File: config.mk
export PLATFORM = sky130hd
export DESIGN_NAME = adc_ctl_unit
export DESIGN_NICKNAME = d
export VERILOG_FILES = /design/src/rtl/adc_ctl_unit.sv
export SDC_FILE = /design/constraint.sdc
export NUM_CORES = 1
export LEC_CHECK = 0
export BUFFER_PORTS_ARGS = -buffer_cell sky130_fd_sc_hd__buf_2
export CAP_MARGIN = 10
export CELL_PAD_IN_SITES_DETAIL_PLACEMENT = 1
export CELL_PAD_IN_SITES_GLOBAL_PLACEMENT = 1
export CORE_MARGIN = 3
export CORE_UTILIZATION = 41
export DETAILED_ROUTE_END_ITERATION = 8
export GPL_ROUTABILITY_DRIVEN = 0
export HOLD_SLACK_MARGIN = 0.08
export PLACE_DENSITY_LB_ADDON = 0.1
export SYNTH_ARGS = -nofsm -noshare
export SYNTH_HDL_FRONTEND = slang
export SYNTH_SLANG_ARGS = --single-unit
File: constraint.sdc
create_clock -name clk -period 2.7 [get_ports clk]
set_input_delay 0.135 -clock clk [delete_from_list [all_inputs] [get_ports clk]]
set_output_delay 0.135 -clock clk [all_outputs]
set_load 0.1 [all_outputs]
File: src/rtl/adc_ctl_unit.sv
module adc_ctl_unit #(
  parameter int NSRC = 8,
  parameter int PSW  = 3,
  localparam int SELW = $clog2(NSRC),
  localparam int CW   = (1 << PSW) - 1
) (
  input  logic       clk,
  input  logic       rst_n,
  input  logic       reg_we,
  input  logic [1:0] reg_addr,
  input  logic [7:0] reg_wdata,
  output logic [7:0] reg_rdata,
  input  logic [NSRC-1:0] trig_src,
  input  logic       conv_done,
  input  logic       irq_ack,
  output logic       conv_start,
  output logic       adc_clk_en,
  output logic       irq
);

  logic            en, auto_en, conv_flag, ie;
  logic [PSW-1:0]  ps;
  logic [SELW-1:0] tsel;
  logic            sel_q, busy;
  logic [CW-1:0]   cnt, lim;

  wire wr_ctl  = reg_we && reg_addr == 2'd0;
  wire wr_tsel = reg_we && reg_addr == 2'd1;

  always_ff @(posedge clk or negedge rst_n)
    if (!rst_n) begin
      en <= 1'b0; auto_en <= 1'b0; ie <= 1'b0; ps <= '0;
    end else if (wr_ctl) begin
      en <= reg_wdata[7]; auto_en <= reg_wdata[6];
      ie <= reg_wdata[4]; ps <= reg_wdata[PSW-1:0];
    end

  always_ff @(posedge clk or negedge rst_n)
    if (!rst_n)       tsel <= '0;
    else if (wr_tsel) tsel <= reg_wdata[SELW-1:0];

  always_comb begin
    reg_rdata = '0;
    case (reg_addr)
      2'd0: begin
        reg_rdata[7] = en; reg_rdata[6] = auto_en;
        reg_rdata[5] = conv_flag; reg_rdata[4] = ie;
        reg_rdata[PSW-1:0] = ps;
      end
      2'd1: reg_rdata[SELW-1:0] = tsel;
      default: reg_rdata = '0;
    endcase
  end

  // prescaler
  assign lim = (ps == '0) ? CW'(1) : (CW'(1) << ps) - CW'(1);

  always_ff @(posedge clk or negedge rst_n)
    if (!rst_n)          cnt <= '0;
    else if (!en)        cnt <= '0;
    else if (cnt >= lim) cnt <= '0;
    else                 cnt <= cnt + CW'(1);

  assign adc_clk_en = en && cnt >= lim;

  // trigger path: mux first, then edge detect
  wire sel_flag = trig_src[tsel];
  wire trig_edge = sel_flag && !sel_q;

  always_ff @(posedge clk or negedge rst_n)
    if (!rst_n) begin
      sel_q <= 1'b0; conv_start <= 1'b0; busy <= 1'b0;
    end else begin
      sel_q      <= sel_flag;
      conv_start <= auto_en && trig_edge && !busy;
      if (auto_en && trig_edge && !busy) busy <= 1'b1;
      else if (conv_done)                busy <= 1'b0;
    end

  // completion flag, set wins
  wire flag_clr = irq_ack || (wr_ctl && reg_wdata[5]);

  always_ff @(posedge clk or negedge rst_n)
    if (!rst_n)         conv_flag <= 1'b0;
    else if (conv_done) conv_flag <= 1'b1;
    else if (flag_clr)  conv_flag <= 1'b0;

  assign irq = conv_flag && ie;

endmodule

---- Word level (Yosys, flattened, before mapping) ----
Cells that the tools add are included.
word-level totals
  bits in registers ....................... 20
  bits of input ports ..................... 23
  output and inout port bits .............. 11
  logic and storage cells ................. 42
operators by class
  add/sub/neg operators ................... 2
  shifts and indexed selects .............. 1
  order comparisons ....................... 2
  reduce and logical (&&, ||, !) cells .... 15
  equality and inequality tests ........... 1
  multiplexer cells ....................... 11
operator list
  kind                                                number
  2-to-1 mux 7 bit                                    3
  logical AND 1 bit                                   8
  adder 7 x 1 -> 7 bit, second input constant         1
  greater-or-equal comparator 7 bit                   1
  << shifter 1 x 3 -> 7 bit, first input constant     1
  subtractor 7 x 2 -> 7 bit, second input constant    1
  one-hot mux 3 bit (2 select lines)                  1
  2-to-1 mux 1 bit                                    5
  < comparator 3 x 4 -> 1 bit, second input constant  1
  2-to-1 mux 4 bit                                    1
  nonzero test 2 bit                                  2
  binary-select mux 1 bit (select 3 bit)              1
  logical NOT 3 bit                                   1
  == test 2 x 1 -> 1 bit, second input constant       1
  logical NOT 1 bit                                   2
  logical NOT 2 bit                                   1
  logical OR 1 bit                                    1

---- Logic depth before layout (Yosys ltp) ----
  depth in word-level cells ............... 6
  gate-level depth with buffers ........... 5
  gate-level depth less buffers ........... 5

---- Worst setup path after synthesis ----
OpenSTA, ideal clock, no wires.
  path kind ............................... reg-to-output
  start point ............................. register ps[1]
  end point ............................... output adc_clk_en
  arrival ................................. 2.158 ns
  setup slack ............................. 0.407 ns
  path buffers ............................ 0
  data required time ...................... 2.565 ns
  stages on the path, launching flop included .. 6
  path through ............................ dfrtp_1 > o21ai_0 > ha_1 > nand4_1 > a21oi_1 > o31a_1
between the ends
  word-level cells in the longest chain between the ends .. 5
  elaborated cells on any way between the ends .. 6
  classes of those cells .................. add/sub (1); order compare (1); shift (1); mux (1); reduce/logical (2)
RTL lines
  what                                   RTL line  source
  start: declaration                     22        logic [PSW-1:0] ps;
  start signal: assignment               35        ie <= reg_wdata[4]; ps <= reg_wdata[PSW-1:0];
  << shifter 1 x 3 -> 7 bit              56        assign lim = (ps == '0) ? CW'(1) : (CW'(1) << ps) - CW'(1);
  subtractor 7 x 2 -> 7 bit              56
  2-to-1 mux 7 bit (*)                   56
  greater-or-equal comparator 7 bit (*)  64        assign adc_clk_en = en && cnt >= lim;
  logical AND 1 bit (*)                  64
  end: declaration                       17        output logic adc_clk_en,
Every way passes the cells marked *; elsewhere a longest branch is shown, timed or not.

---- Final worst setup path ----
Ends and elaborated chain as after synthesis.

==> metrics.yaml <==
outcome: "finished clean"
synth_top_area_share_pct: 44.8
dr.pass1.iters: 3
final_nets: 174
min_path_type: "in2reg"
post_cts_buffers: 0
dpl_worst_slack_ps: 708
cts.sinks: 20
p_leak_nw: 0.670
gr-total-overflow: 0
max_cap_violations: 0
synth_edf_count: 0
design_area_sq_mm: 0.00141
cts-hold-fix-buffers: 8
synth_fp_nets: 130
vdd_drop_max_mv: 0.425
synth_top_cell_by_area: "dfrtp_1"
clock.fmax_mhz: 430
ys_seq_area_share_pct: 44.8
relSlewSlack_pct: 56.5
start_util_pct: 44.2
cts_buffer_depth: 2
slew_violations: 0
fp.dieW_um: 58.2
synth-main-ff-cell: "dfrtp_1"
hold-worst-slack_ps: 140
r2r-start: "ps[1]$_DFFE_PN0P_"
yosysWarnings: 0
path_max_fanout: 8
synth_most_common_cell: "dfrtp_1"
core_area_sq_mm: 0.00252
synth_area_sq_mm: 0.00112
antenna_found_initial: 0
fin_ws_ps: 372
ys_top_cells_by_count: "dfrtp_1, mux2_2, ha_1, nor2_1, nand2_1"
startpoint_type: "flop"
wl_per_cell_um: 15.6
via_per_inst: 5.27
synth.top_cells.by_area: "dfrtp_1, mux2_2, ha_1"
cts_htree_levels: 1
drive_gt1_share_pct: 35.9
fin_crit_sh_pct: 86.2
endpoint: "adc_clk_en"
clk_pin_slew_ps: 120
synth-seq-cells: 20
placementRows: 18
drt_iter0_markers: 29
syn_avg_cell_area_sq_um: 11.2
setup_viol: 0
drt-total-wl_mm: 2.69
grt_max_degree: 21
num_antenna_cells: 0
synth_async_sr_flop_share_pct: 100
grt_setup_unrepaired: "false"
ant_nets: 0
grtUsageTotal_pct: 17.4
drc: 0
die_h_um: 58.2
numCtsBuffers: 3
via_count: 906
final_core_util_pct: 56.1
reg2reg_depth: 6
yosysUniqueCellTypes: 30
layout_min_cycle_time_ps: 2330
cts_root_buffer: "clkbuf_4"
critPathArrivalTime_ps: 2190
crit_required_ps: 2570
crit_type: "reg2out"
hpwl_mm: 2.04
cp-end-kind: "output pin"
final.setup.tns_ps: 0
skew_ps: 8.22
port_buffers: 31
synthCells: 100
tightest_slew_ps: 649
io-pin-count: 34
place_area_sq_mm: 0.00131
die_area_sq_mm: 0.00338
ff2ff_setup_slack_ps: 990
grt_pass1_wl_mm: 4.51
worst_hold_path.num_cells: 3
crit_path_start: "ps[1]$_DFFE_PN0P_"
insertion_delay_ps: 300
hold_viol: 0
area_growth_syn_to_layout_pct: 26.7
r2r-end: "cnt[6]$_DFF_PN0_"
cts_tree: "done"
powerDensity_mw_per_mm2: 641
first_global_vias: 1008
cts_resized: 0
-- per-stage QoR --
step	total power [mW]	std cells
floorplan	0.672	100
global route	0.966	172
detailed placement	0.762	161
finish	0.907	172
global placement	0.743	161
CTS	0.916	172
-- worst max-delay path, stage by stage, from the launching register on --
cell	delay, ps
dfrtp_1	480
o21ai_0	140
ha_1	310
nand3_1	80
a21boi_1	150
buf_4	190
o31a_1	130
buf_2	410
-- layout by cell type (no fill, tap or decap), types with 2 or more instances in the layout --
master and count:
nand3_1 5, buf_4 2, dfrtp_1 20, a2111oi_2 2
mux2i_1 4, inv_1 4, mux4_2 2, or3_1 2
nand2_1 6, dlygate4sd3_1 8, mux2_2 8, ha_1 7
clkbuf_4 3, a21oi_1 4, o21ai_0 4, nor4_1 4
xor2_1 2, and2_1 5, nor2_1 7, buf_2 31
-- metal layers --
| layer | routed length, um | vias up | global-route usage, % |
|---|---|---|---|
| li1 | - | 449 | - |
| met1 | 1220 | 435 | 22.8 |
| met2 | 1340 | 20 | 30.3 |
| met3 | 119 | 2 | 2.67 |
| met4 | 10 | 0 | 3.97 |
| met5 | 0 | - | 0 |
-- final cells by class --
cell class | count | area [sq um]
fill | 285 | 1110
multi-input combinational | 74 | 588
sequential | 20 | 500
timing repair buffer | 41 | 250
tap | 30 | 37.5
clock buffer | 3 | 22.5
inverter | 4 | 15.0
-- sequential cells by signal, summed over array words and instances (netlist names) --
| signal | flops |
|---|---|
| auto_en | 1 |
| busy | 1 |
| cnt | 7 |
| conv_flag | 1 |
| conv_start | 1 |
| en | 1 |
| ie | 1 |
| ps | 3 |
| sel_q | 1 |
| tsel | 3 |
-- worst min path at each step --
stage / from / to / slack [ps]
after global placement: rst_n / cnt[6]$_DFF_PN0_ / 110
after floorplan: rst_n / auto_en$_DFFE_PN0P_ / -160
after detailed placement: rst_n / ps[1]$_DFFE_PN0P_ / 110
final: irq_ack / conv_flag$_DFFE_PN0P_ / 140
after CTS: irq_ack / conv_flag$_DFFE_PN0P_ / 130
after global routing: irq_ack / conv_flag$_DFFE_PN0P_ / 140
-- cells by family after synthesis --
group | synth area share, %
DFF | 44.8
adders and majority gates | 7.85
other | 0.336
muxes | 15.7
AOI/OAI and AO/OA | 9.08
and+or+nand+nor | 17.4
buffers and inverters | 2.47
xor gates and xnor gates | 2.35
-- power breakdown --
part / switching, mW / leakage (nW) / internal (mW)
clock: 0.0910 / 0.0138 / 0.0519
combinational: 0.232 / 0.405 / 0.120
sequential: 0.0583 / 0.252 / 0.353
(Power assumes the default switching activity.)
